===== src/rtl/pwm_quad_pkg.sv =====
`timescale 1ns/1ps
package pwm_quad_pkg;
    localparam int CH_N    = 4;
    localparam int SEL_W   = $clog2(CH_N);
    localparam int DIV_W   = 16;
    localparam int DUTY_W  = 8;
    localparam int DATA_W  = 32;
    localparam int ADDR_W  = 6;

    // word map
    localparam int WD_ENA   = 0;
    localparam int WD_CEN   = 1;
    localparam int WD_DIV0  = 2;
    localparam int WD_DUTY0 = WD_DIV0 + CH_N;
    localparam int BYP_LSB  = 8;
    localparam int SEL_LSB  = DUTY_W;

    typedef struct packed {
        logic              oe;
        logic              byp;
        logic              cen;
        logic [SEL_W-1:0]  sel;
        logic [DUTY_W-1:0] duty;
    } ch_cfg_t;

    // high while the phase is still inside the programmed high window
    function automatic logic in_high_window(logic [DUTY_W-1:0] phase,
                                            logic [DUTY_W-1:0] duty);
        return phase < duty;
    endfunction
endpackage


===== src/rtl/pwm_quad_regs.sv =====
`timescale 1ns/1ps
module pwm_quad_regs
    import pwm_quad_pkg::*;
#(
    parameter int AddrW = ADDR_W,
    parameter int DataW = DATA_W,
    parameter int DivW  = DIV_W
) (
    input  logic                         clk,
    input  logic                         rst,
    input  logic [AddrW-1:0]             bus_addr,
    input  logic                         bus_we,
    input  logic [DataW-1:0]             bus_wdata,
    output logic [DataW-1:0]             bus_rdata,
    output ch_cfg_t [CH_N-1:0]           cfg,
    output logic [CH_N-1:0][DivW-1:0]    div_val,
    output logic [CH_N-1:0]              div_wr,
    output logic [CH_N-1:0]              duty_wr
);
    logic [CH_N-1:0]              oe_q, byp_q, cen_q;
    logic [CH_N-1:0][SEL_W-1:0]   sel_q;
    logic [CH_N-1:0][DUTY_W-1:0]  duty_q;
    logic [CH_N-1:0][DivW-1:0]    div_q;
    logic                         ena_wr, cen_wr;
    logic                         unused_wdata;

    assign unused_wdata = ^bus_wdata[DataW-1:DivW];

    always_comb begin
        ena_wr = bus_we && (bus_addr == AddrW'(WD_ENA));
        cen_wr = bus_we && (bus_addr == AddrW'(WD_CEN));
        for (int i = 0; i < CH_N; i++) begin
            div_wr[i]  = bus_we && (bus_addr == AddrW'(WD_DIV0 + i));
            duty_wr[i] = bus_we && (bus_addr == AddrW'(WD_DUTY0 + i));
        end
    end

    always_ff @(posedge clk) begin
        if (rst) begin
            oe_q   <= '0;
            byp_q  <= '0;
            cen_q  <= '0;
            sel_q  <= '0;
            duty_q <= '0;
            div_q  <= '0;
        end else begin
            if (ena_wr) begin
                oe_q  <= bus_wdata[CH_N-1:0];
                byp_q <= bus_wdata[BYP_LSB +: CH_N];
            end
            if (cen_wr) begin
                cen_q <= bus_wdata[CH_N-1:0];
            end
            for (int i = 0; i < CH_N; i++) begin
                if (div_wr[i]) begin
                    div_q[i] <= bus_wdata[DivW-1:0];
                end
                if (duty_wr[i]) begin
                    duty_q[i] <= bus_wdata[DUTY_W-1:0];
                    sel_q[i]  <= bus_wdata[SEL_LSB +: SEL_W];
                end
            end
        end
    end

    always_comb begin
        bus_rdata = '0;
        if (bus_addr == AddrW'(WD_ENA)) begin
            bus_rdata[CH_N-1:0]         = oe_q;
            bus_rdata[BYP_LSB +: CH_N]  = byp_q;
        end
        if (bus_addr == AddrW'(WD_CEN)) begin
            bus_rdata[CH_N-1:0] = cen_q;
        end
        for (int i = 0; i < CH_N; i++) begin
            if (bus_addr == AddrW'(WD_DIV0 + i)) begin
                bus_rdata[DivW-1:0] = div_q[i];
            end
            if (bus_addr == AddrW'(WD_DUTY0 + i)) begin
                bus_rdata[DUTY_W-1:0]        = duty_q[i];
                bus_rdata[SEL_LSB +: SEL_W]  = sel_q[i];
            end
        end
    end

    always_comb begin
        for (int i = 0; i < CH_N; i++) begin
            cfg[i].oe   = oe_q[i];
            cfg[i].byp  = byp_q[i];
            cfg[i].cen  = cen_q[i];
            cfg[i].sel  = sel_q[i];
            cfg[i].duty = duty_q[i];
        end
    end

    assign div_val = div_q;
endmodule


===== src/rtl/pwm_quad_div.sv =====
`timescale 1ns/1ps
module pwm_quad_div #(
    parameter int DivW = 16
) (
    input  logic            clk,
    input  logic            rst,
    input  logic [DivW-1:0] div_val,
    input  logic            clr,
    output logic            tick
);
    logic [DivW-1:0] cnt;
    logic            live;
    logic            wrap;

    assign live = (div_val != '0);
    assign wrap = live && (cnt == div_val - DivW'(1));

    always_ff @(posedge clk) begin
        if (rst || clr || !live || wrap) begin
            cnt <= '0;
        end else begin
            cnt <= cnt + DivW'(1);
        end
    end

    assign tick = wrap;
endmodule


===== src/rtl/pwm_quad_chan.sv =====
`timescale 1ns/1ps
module pwm_quad_chan
    import pwm_quad_pkg::*;
(
    input  logic              clk,
    input  logic              rst,
    input  ch_cfg_t           cfg,
    input  logic              tick,
    input  logic              div_zero,
    input  logic              restart,
    output logic              pwm_q,
    output logic [DUTY_W-1:0] phase
);
    logic drive_hi;
    logic unused_sel;

    assign unused_sel = ^cfg.sel;

    always_ff @(posedge clk) begin
        if (rst || restart || !cfg.cen) begin
            phase <= '0;
        end else if (tick) begin
            phase <= phase + DUTY_W'(1);
        end
    end

    assign drive_hi = cfg.oe &&
                      (cfg.byp || (!div_zero && in_high_window(phase, cfg.duty)));

    always_ff @(posedge clk) begin
        if (rst) begin
            pwm_q <= 1'b0;
        end else begin
            pwm_q <= drive_hi;
        end
    end
endmodule


===== src/rtl/pwm_quad.sv =====
`timescale 1ns/1ps
module pwm_quad
    import pwm_quad_pkg::*;
#(
    parameter int AddrW = ADDR_W,
    parameter int DataW = DATA_W,
    parameter int DivW  = DIV_W
) (
    input  logic             clk,
    input  logic             rst,
    input  logic [AddrW-1:0] bus_addr,
    input  logic             bus_we,
    input  logic [DataW-1:0] bus_wdata,
    output logic [DataW-1:0] bus_rdata,
    output logic [CH_N-1:0]  pwm_out
);
    ch_cfg_t [CH_N-1:0]           cfg;
    logic [CH_N-1:0][DivW-1:0]    div_val;
    logic [CH_N-1:0]              div_wr, duty_wr, tick_vec;
    logic [CH_N-1:0]              oe_vec, byp_vec, cen_vec;
    logic [CH_N-1:0][SEL_W-1:0]   sel_vec;
    logic [CH_N-1:0][DUTY_W-1:0]  phase_vec;

    pwm_quad_regs #(.AddrW(AddrW), .DataW(DataW), .DivW(DivW)) u_regs (
        .clk       (clk),
        .rst       (rst),
        .bus_addr  (bus_addr),
        .bus_we    (bus_we),
        .bus_wdata (bus_wdata),
        .bus_rdata (bus_rdata),
        .cfg       (cfg),
        .div_val   (div_val),
        .div_wr    (div_wr),
        .duty_wr   (duty_wr)
    );

    for (genvar d = 0; d < CH_N; d++) begin : g_div
        pwm_quad_div #(.DivW(DivW)) u_div (
            .clk     (clk),
            .rst     (rst),
            .div_val (div_val[d]),
            .clr     (div_wr[d]),
            .tick    (tick_vec[d])
        );
    end

    for (genvar c = 0; c < CH_N; c++) begin : g_chan
        logic sel_tick, sel_zero, sel_restart;

        assign sel_tick    = tick_vec[cfg[c].sel];
        assign sel_zero    = (div_val[cfg[c].sel] == '0);
        assign sel_restart = div_wr[cfg[c].sel] || duty_wr[c];

        assign oe_vec[c]  = cfg[c].oe;
        assign byp_vec[c] = cfg[c].byp;
        assign cen_vec[c] = cfg[c].cen;
        assign sel_vec[c] = cfg[c].sel;

        pwm_quad_chan u_chan (
            .clk      (clk),
            .rst      (rst),
            .cfg      (cfg[c]),
            .tick     (sel_tick),
            .div_zero (sel_zero),
            .restart  (sel_restart),
            .pwm_q    (pwm_out[c]),
            .phase    (phase_vec[c])
        );
    end
endmodule


===== config.mk =====
export PLATFORM = sky130hd
export DESIGN_NAME = pwm_quad
export DESIGN_NICKNAME = d
export VERILOG_FILES = /design/src/rtl/pwm_quad_pkg.sv /design/src/rtl/pwm_quad_regs.sv /design/src/rtl/pwm_quad_div.sv /design/src/rtl/pwm_quad_chan.sv /design/src/rtl/pwm_quad.sv
export SDC_FILE = /design/constraint.sdc
export NUM_CORES = 1
export LEC_CHECK = 0
export ABC_AREA = 1
export BUFFER_PORTS_ARGS = -buffer_cell sky130_fd_sc_hd__buf_4
export CAP_MARGIN = 20
export CELL_PAD_IN_SITES_DETAIL_PLACEMENT = 1
export CELL_PAD_IN_SITES_GLOBAL_PLACEMENT = 1
export CORE_MARGIN = 1.5
export CORE_UTILIZATION = 40
export CTS_CLUSTER_DIAMETER = 200
export DETAILED_ROUTE_END_ITERATION = 6
export PLACE_DENSITY = 0.74
export RECOVER_POWER = 50
export SYNTH_ARGS = -nofsm -noshare
export SYNTH_HDL_FRONTEND = slang
export SYNTH_HIERARCHICAL = 1
export SYNTH_SLANG_ARGS = --single-unit

===== constraint.sdc =====
create_clock -name clk -period 2.9 [get_ports clk]
set_input_delay 0.145 -clock clk [delete_from_list [all_inputs] [get_ports clk]]
set_output_delay 0.145 -clock clk [all_outputs]
set_load 0.005 [all_outputs]

* Word-level counts from Yosys, hierarchy flattened *
Cells that the tools add are included.

operators by class
  $add $sub $neg = 12
  multiply operators = 0
  divide/modulo/power cells = 0
  $lt $le $gt $ge = 8
  equality and inequality tests = 13
  shift operators = 0
  mux-type cells = 35
  bitwise gates (word level) = 0
  reductions and logical operators = 71

operator list
  cell                                                                   number
  16-bit binary-select mux with 2-bit select                             4
  16-bit two-way mux                                                     8
  16-bit by 1-bit adder with 16-bit output, second input constant        4
  16-bit equality test                                                   4
  16-bit zero test                                                       4
  16-bit nonzero test                                                    4
  16-bit by 1-bit subtractor with 16-bit output, second input constant   4
  10-bit two-way mux                                                     4
  8-bit by 1-bit adder with 8-bit output, second input constant          4
  8-bit < comparator                                                     4
  1-bit logical OR                                                       28
  6-bit by 3-bit equality test with 1-bit output, second input constant  4
  1-bit logical AND                                                      22
  1-bit binary-select mux with 2-bit select                              8
  6-bit by 2-bit equality test with 1-bit output, second input constant  2
  6-bit by 4-bit equality test with 1-bit output, second input constant  2
  1-bit zero test                                                        12
  2-bit by 3-bit < comparator with 1-bit output, second input constant   4
  4-bit two-way mux                                                      3
  1-bit two-way mux                                                      8
  6-bit by 1-bit equality test with 1-bit output, second input constant  1
  6-bit zero test                                                        1

word-level totals
  register bits = 216
  latch bits = 0
  bits in writable memories = 0
  memory bits (read-only) = 0
  input port bits = 41
  output and inout bits = 36
  logic and storage cells = 166
  memories = 0

* Longest topological paths before layout *
Gate-level depths: netlist (run 1).

  depth in word-level cells = 11
  mapped depth = 26
  gate-level depth less buffers = 26

* Cells and area by module *
The synthesis (run 1) kept the hierarchy.

by module, submodules not included
  module                              instances  cells each  area each (um^2)  sequential area each (um^2)
  pwm_quad_regs                       1          755         5310.1            2322.2
  pwm_quad_div at g_div[0].u_div ...  3          229         1401.3            320.3
  pwm_quad_chan                       4          87          589.3             180.2
  pwm_quad_div at g_div[3].u_div      1          230         1437.6            320.3
  pwm_quad                            1          148         641.9             0.0

* Least setup slack after synthesis (run 1) *
Ideal clock, no wire load.

  kind = register -> register
  start = reg u_regs.div_q (netlist bit u_regs/div_val[32])
  end = reg g_chan[1].u_chan.phase[7]
  setup time = 111 ps
  arrival time = 2644 ps
  data required time = 2789 ps
  path slack = 145 ps
  cell stages (with the launch flop) = 24
  path buffers = 0
  period minus slack after synthesis = 2755 ps
  cell sequence = dfxtp_1 > inv_1 > ha_1 > nand2_2 > nor2_4 > nand2_2 > o21ai_2 > nand2_1 > nand2_1 > nand2_1 > nor2_1 > nand3_2 > inv_1 > o21ai_0 > o22ai_1 > nand2_2 > nor2_2 > nand2_2 > nor2_2 > nand2_2 > inv_1 > nand3_1 > nand2_1 > nor2_1

between the ends
  longest elaborated chain between the ends = 5
  elaborated cells on any way between the ends = 6
  classes of those cells = 1 x add/sub; 1 x eq/ne; 2 x mux; 2 x reduce/logical

RTL lines
  item                                           line                 text
  start, declared                                pwm_quad_regs.sv:23  logic [CH_N-1:0][DivW-1:0] div_q;
  start signal, assigned by index                pwm_quad_regs.sv:56  div_q[i] <= bus_wdata[DivW-1:0];
  16-bit by 1-bit subtractor with 16-bit output  pwm_quad_div.sv:16   assign wrap = live && (cnt == div_val - DivW'(1));
  16-bit equality test                           pwm_quad_div.sv:16
  1-bit logical AND *                            pwm_quad_div.sv:16
  named net tick_vec[2]                          pwm_quad.sv:19       logic [CH_N-1:0] div_wr, duty_wr, tick_vec;
  1-bit binary-select mux with 2-bit select *    pwm_quad.sv:50       assign sel_tick = tick_vec[cfg[c].sel];
  1-bit two-way mux (not written as such) *      pwm_quad.sv:50
  named net g_chan[1].sel_tick                   pwm_quad.sv:48       logic sel_tick, sel_zero, sel_restart;
  end signal, assigned                           pwm_quad_chan.sv:23  phase <= phase + DUTY_W'(1);
  end, declared                                  pwm_quad_chan.sv:12  output logic [DUTY_W-1:0] phase

The timed path passes the listed nets; every way through them passes the cells marked *. The select of a mux whose other input is x is not followed.
A chain may end at the register's enable or synchronous reset.

* Worst setup path in the final report (run 1) *
Ends and elaborated chain as after synthesis.

==> results.py, run 1 <==
metrics = {
    "detailed_routing": {
        "num_vias": 14210,
        "drt_iter0_markers": 742,
        "firstDrtPassIters": 5,
        "wirelength_um": 47400,
        "ant_nets": 0,
        "viasPerCell": 5.16,
        "drc": 0,
        "wl_per_cell_um": 17.2,
    },
    "timing": {
        "finalWorstSetupSlack_ns": -0.0799,
        "setup_viol": 3,
        "fin_skew_ns": 0.0235,
        "slew_headroom_pct": 25.0,
        "finalHoldViolCount": 0,
        "fmax_ghz": 0.336,
        "worst_pin_slew_ns": 1.12,
        "slew_violations": 0,
        "period_needed_ns": 2.98,
        "rsz0062_at_grt": "true",
        "timing.final.crit_share_pct": 103,
        "fin_setup_tns_ns": -0.105,
    },
    "pwr": {
        "p_leak_nw": 6.98,
        "peakVddDrop_v": 0.000437,
        "powerDensity_mw_per_mm2": 427,
    },
    "floorplan": {
        "dieArea_sq_mm": 0.0360,
        "fp.dieH_um": 190,
        "start_util_pct": 40.5,
        "fp.dieW_um": 190,
        "rows": 68,
        "io_pins": 77,
        "core_sq_mm": 0.0345,
    },
    "layout": {
        "layout.cells.non_filler": 2756,
        "layout-drive-gt1-share_pct": 15.6,
        "layout_commonest_cell": "nand2_1",
        "nets": 2362,
        "area_delta_synth_final_pct": 17.9,
        "final_cell_mix": "nand2_1 (677), nor2_1 (291), inv_1 (228), dfxtp_1 (206), a21oi_1 (135)",
        "diodes": 0,
    },
    "clock_tree": {
        "cts_tree": "built",
        "cts_root_buf": "clkbuf_16",
        "path_clk_slew_ns": 0.06,
        "clk_latency_ns": 0.58,
        "cts_num_sinks": 216,
        "clockBufferDepth": 3,
        "numCtsBuffers": 28,
        "htreeDepth": 1,
    },
    "placed_design": {
        "place_ws_ns": -0.206,
        "dpl.hpwl_um": 35000,
        "gp_congestion": 0.911,
        "dp_cells": 2672,
        "io_buffer_count": 44,
    },
    "logic_synthesis": {
        "yosysUniqueCellTypes": 45,
        "synth_simple_gate_area_share_pct": 39.4,
        "synth_top_flop_cell": "dfxtp_1",
        "syn_inst": 2168,
        "synthAdderAreaFrac_pct": 3.59,
        "yosysSeqAreaShare_pct": 31.0,
        "synthMuxAreaShare_pct": 0.287,
        "synth_top_family_by_area": "simple AND/OR/NAND/NOR gates",
        "synthXorXnorAreaFrac_pct": 6.67,
        "synth_area_sq_mm": 0.0140,
        "synth_edf_count": 0,
        "ys_seq_elements": 216,
        "yosysWarnings": 6,
        "synth_compound_area_share_pct": 9.09,
        "synth_async_sr_flop_share_pct": 0,
        "synth.avg_cell_area_sq_um": 6.43,
    },
    "run": {
        "max_cap_violations": 0,
    },
    "grt": {
        "grt_overflow_total": 0,
        "grt_pass1_vias": 14512,
        "grt_usage_pct": 26.1,
        "grt_pass1_wl_um": 75400,
        "grt_max_degree": 66,
        "antenna_found_initial": 0,
    },
    "worst_hold_path": {
        "hold_class": "in -> reg",
        "whs_endpoint": "u_regs/cen_q[2]",
        "whs_path_depth": 4,
        "hp-start": "bus_we",
    },
    "worst_setup_path": {
        "r2r-start": "u_regs/div_val[32]",
        "worstSetupPathType": "reg -> reg",
        "r2r_end": "g_chan[1].u_chan/phase[7]",
        "cp-start-kind": "flop",
        "cp-end-kind": "flop",
        "worstRegToRegCells": 25,
        "crit_fanout": 6,
        "worstPathArrival_ns": 3.48,
        "r2r_slack_ns": -0.08,
        "required_ns": 3.40,
    },
    "status": {
        "violations": "setup timing",
        "status": "finished with violations",
    },
}
## cell type report
cell class | instances | area, sq um
fill | 4596 | 18000
multi-input combinational | 1638 | 8500
sequential | 216 | 4340
timing repair buffer | 139 | 1090
inverter | 258 | 981
clock buffer | 39 | 842
tap | 455 | 569
clock inverter | 11 | 136
## metal layers
metal	global-route usage (%)	part of all wire, %
met1	32.7	44
met2	46.3	49
met3	3.34	4.1
met4	8.39	3.3
met5	0	0
## sequential cells by signal (all words and copies together) (netlist names)
signal and flops:
u_regs/cfg 40, u_regs/div_val 64, u_regs/cen_q 4, u_regs/byp_q 4
g_chan.u_chan/phase 32, g_div.u_div/cnt 64, u_regs/oe_q 4, g_chan.u_chan/pwm_q 4
## cell families after synthesis
kind of cell	after synthesis
adder cells (fa/ha/maj)	40
other	1
buffers and inverters	332
flip-flops	216
XOR/XNOR	98
AO/OA/AOI/OAI	218
AND/OR/NAND/NOR	1259
multiplexers	4
## what timing repair did
action	in CTS	in global routing
setup buffers	5	10
pin swaps	18	36
hold endpoints to repair	115	0
setup endpoints to repair	12	19
hold buffers	16	0
gates cloned	3	0
resized for setup	39	72
## report_power, final
group	internal [mW]	leakage (nW)	switching, mW
Combinational	0.117	4.75	0.264
Clock	2.20	0.486	1.44
Sequential	2.98	1.74	0.0136
Total	5.30	6.98	1.72
## worst max path at each step
stage / end / from / depth (start not counted)
finish: g_chan[1].u_chan/phase[7] / u_regs/div_val[32] / 25
global route: g_chan[1].u_chan/phase[7] / u_regs/div_val[32] / 25
CTS: g_chan[1].u_chan/phase[7] / u_regs/div_val[16] / 25
detailed placement: g_chan[1].u_chan/phase[7] / u_regs/div_val[16] / 24
global placement: g_chan[3].u_chan/phase[7] / u_regs/div_val[16] / 24
floorplan: g_chan[1].u_chan/phase[7] / u_regs/div_val[32] / 23
## metrics by stage
step                      area, sq um  total power, mW  utilization, %  hold slack [ns]
final                           16400             7.02            47.7           0.0402
after global routing            16400             7.22            47.7           0.0671
after CTS                       16300             7.10            47.2          0.00168
after detailed placement        15000             3.42            43.4            0.464
after global placement          15000             3.40            43.4            0.448
after floorplan                 14000             3.29               -            0.290
## synth_stat cells (all sizes together) (33+ instances only)
cell,n,share of area [%]
nand4,38,1.7
xor2,64,4.0
nor2,364,12
clkbuf,33,0.89
ha,40,3.6
o21ai,43,1.6
inv,258,6.9
a21oi,135,4.8
nand3,111,4.2
buf,41,2.2
nand2,708,20
dfxtp,216,31
## worst max-delay path, cell delays in order (launching register included)
cell and delay [ns]:
dfxtp_2 0.34, inv_2 0.05, ha_4 0.26, inv_2 0.03
nand2_1 0.05, nand2_1 0.05, nor2_1 0.09, nand3_1 0.07
nor2_1 0.10, nand2_1 0.09, nor2_2 0.12, nand2_1 0.07
nor2_2 0.14, nand3_4 0.12, inv_4 0.11, o21ai_2 0.05
o22ai_1 0.18, buf_4 0.20, nand2_4 0.06, nor2_4 0.10
nand2_2 0.08, nor2_4 0.14, nand2_4 0.09, o21bai_4 0.13
nand2_1 0.07, nor2_1 0.10
Power figures use the tool's default switching activity.
==> run 2: changes to the inputs <==
Settings changed: RECOVER_POWER 50 to not set.
==> run 2 against run 1 <==
The flow still finishes with violations (setup timing). Critical path depth is the same. Via count is essentially flat. Die area is the same. Total power grew 0.10%. Hold slack lost 0.0029 ns. Core utilization grew 0.41 points. Setup slack lost 0.0031 ns. Final cell count is the same. Critical path type unchanged. Critical endpoint unchanged.
==> results.py, run 2 (synthesis gave the netlist of run 1 again) <==
metrics = {
    "worst_setup_path": {
        "cp_top_family": "simple AND/OR/NAND/NOR gates",
        "critPathSlowestCell": "dfxtp_2",
        "worstPathArrival_ns": 3.48,
        "cp-start-kind": "flop",
        "cp.depth": 25,
        "crit_fanout": 6,
        "path_buf_inv": 4,
        "worstSetupPathType": "reg -> reg",
        "worstRegToRegCells": 25,
        "crit_top_cell": "nand2_1",
        "max_stage_delay_ns": 0.34,
        "required_ns": 3.40,
        "cp-end-kind": "flop",
    },
    "placed_design": {
        "gp_congestion": 0.911,
        "dpl.hpwl_um": 35000,
        "dp_cells": 2672,
        "place_ws_ns": -0.206,
        "io_buffer_count": 44,
        "placed_area_sq_mm": 0.0150,
    },
    "pwr": {
        "peakVddDrop_v": 0.000437,
        "powerDensity_mw_per_mm2": 423,
        "power_frac_clock_pct": 51.9,
        "power_switching_mw": 1.73,
        "swShare_pct": 24.6,
        "p_comb_share_pct": 5.6,
        "p_leak_nw": 7.06,
        "p_int_mw": 5.30,
        "p_seq_share_pct": 42.6,
    },
    "layout": {
        "finalInstanceArea_sq_mm": 0.0166,
        "layout-drive-gt1-share_pct": 17.1,
        "area_delta_synth_final_pct": 18.9,
        "layout.cells.non_filler": 2756,
        "final_cell_mix": "nand2_1 (674), nor2_1 (281), inv_1 (219), dfxtp_1 (206), a21oi_1 (135)",
        "diodes": 0,
        "layout_commonest_cell": "nand2_1",
        "nets": 2362,
    },
    "grt": {
        "grt_busiest_layer": "met2",
        "grt_overflow_total": 0,
        "grt_pass1_wl_um": 75400,
        "use_met1_pct": 32.7,
        "grt_pass1_vias": 14512,
        "grt_usage_pct": 26.1,
        "antenna_found_initial": 0,
        "grtUsageMet3_pct": 3.34,
        "grtUsageMet2_pct": 46.3,
        "grt_max_degree": 66,
    },
    "timing": {
        "finalHoldViolCount": 0,
        "fin_skew_ns": 0.0220,
        "period_needed_ns": 2.98,
        "slew_violations": 0,
        "setup_viol": 3,
        "rsz0062_at_grt": "true",
        "slew_headroom_pct": 47.8,
        "fin_setup_tns_ns": -0.104,
        "finalWorstSetupSlack_ns": -0.0830,
        "fmax_ghz": 0.335,
        "timing.final.crit_share_pct": 103,
        "worst_pin_slew_ns": 0.783,
    },
    "status": {
        "violations": "setup timing",
        "status": "finished with violations",
    },
    "detailed_routing": {
        "num_vias": 14208,
        "viasPerCell": 5.16,
        "wirelength_um": 47300,
        "drt_iter0_markers": 753,
        "firstDrtPassIters": 5,
        "drc": 0,
        "wl_per_cell_um": 17.2,
        "ant_nets": 0,
    },
    "clock_tree": {
        "path_clk_slew_ns": 0.06,
        "cts_tree": "built",
        "cts_root_buf": "clkbuf_16",
        "numCtsBuffers": 28,
        "htreeDepth": 1,
        "clockBufferDepth": 3,
        "clk_latency_ns": 0.58,
        "cts_num_sinks": 216,
    },
    "worst_hold_path": {
        "hold_class": "in -> reg",
        "whs_path_depth": 4,
    },
    "floorplan": {
        "core_sq_mm": 0.0345,
        "fp.dieW_um": 190,
        "rows": 68,
        "dieArea_sq_mm": 0.0360,
        "fp.dieH_um": 190,
        "io_pins": 77,
        "start_util_pct": 40.5,
    },
    "run": {
        "max_cap_violations": 0,
    },
}
-- run 2: worst min-delay path, stage by stage --
cell and delay [ns]:
buf_4 0.13, nand2_1 0.14, nand2_1 0.10, a21oi_1 0.06
-- run 2: layer usage --
metal | part of all wire, % | vias up
li1 | - | 6972
met1 | 44 | 6842
met2 | 49 | 298
met3 | 4.1 | 96
met4 | 3.3 | 0
met5 | 0 | -
-- run 2: through the flow --
step / hold slack (ns) / utilization (%) / power (mW)
global route: 0.0671 / 48.1 / 7.23
finish: 0.0373 / 48.1 / 7.02
detailed placement: 0.464 / 43.4 / 3.42
global placement: 0.448 / 43.4 / 3.40
CTS: 0.00168 / 47.2 / 7.10
floorplan: 0.290 / - / 3.29
-- run 2: path summary, 6_finish.rpt --
kind                          from                         to  slack, ns
max             u_regs/div_val[32]  g_chan[1].u_chan/phase[7]      -0.08
min                         bus_we            u_regs/cen_q[2]       0.04
max reg2reg     u_regs/div_val[32]  g_chan[1].u_chan/phase[7]      -0.08
min reg2reg  g_div[1].u_div/cnt[0]      g_div[1].u_div/cnt[0]       0.47
-- run 2: power by group through the flow --
| stage | sequential, mW | clock (mW) | combinational (mW) |
|---|---|---|---|
| 5_1_grt | 2.99 | 3.82 | 0.425 |
| 2_1_floorplan | 3.05 | 0 | 0.240 |
| 6_report | 2.99 | 3.64 | 0.391 |
| 4_1_cts | 2.99 | 3.72 | 0.384 |
| 3_3_place_gp | 3.06 | 0 | 0.349 |
| 3_5_place_dp | 3.06 | 0 | 0.360 |
-- run 2: what timing repair did --
item / CTS / global route
setup endpoints to repair: 12 / 19
setup buffers: 5 / 10
gates cloned: 3 / 0
gates resized for setup: 39 / 72
hold buffers: 16 / 0
endpoints found under the hold margin: 115 / 0
pin swaps: 18 / 36
-- run 2: area by class of cell --
class	instances	area (sq um)
Sequential cell	216	4340
Timing Repair Buffer	139	1110
Fill cell	4586	17900
Inverter	258	981
Multi-Input combinational cell	1638	8620
Tap cell	455	569
Clock buffer	39	842
Clock inverter	11	136
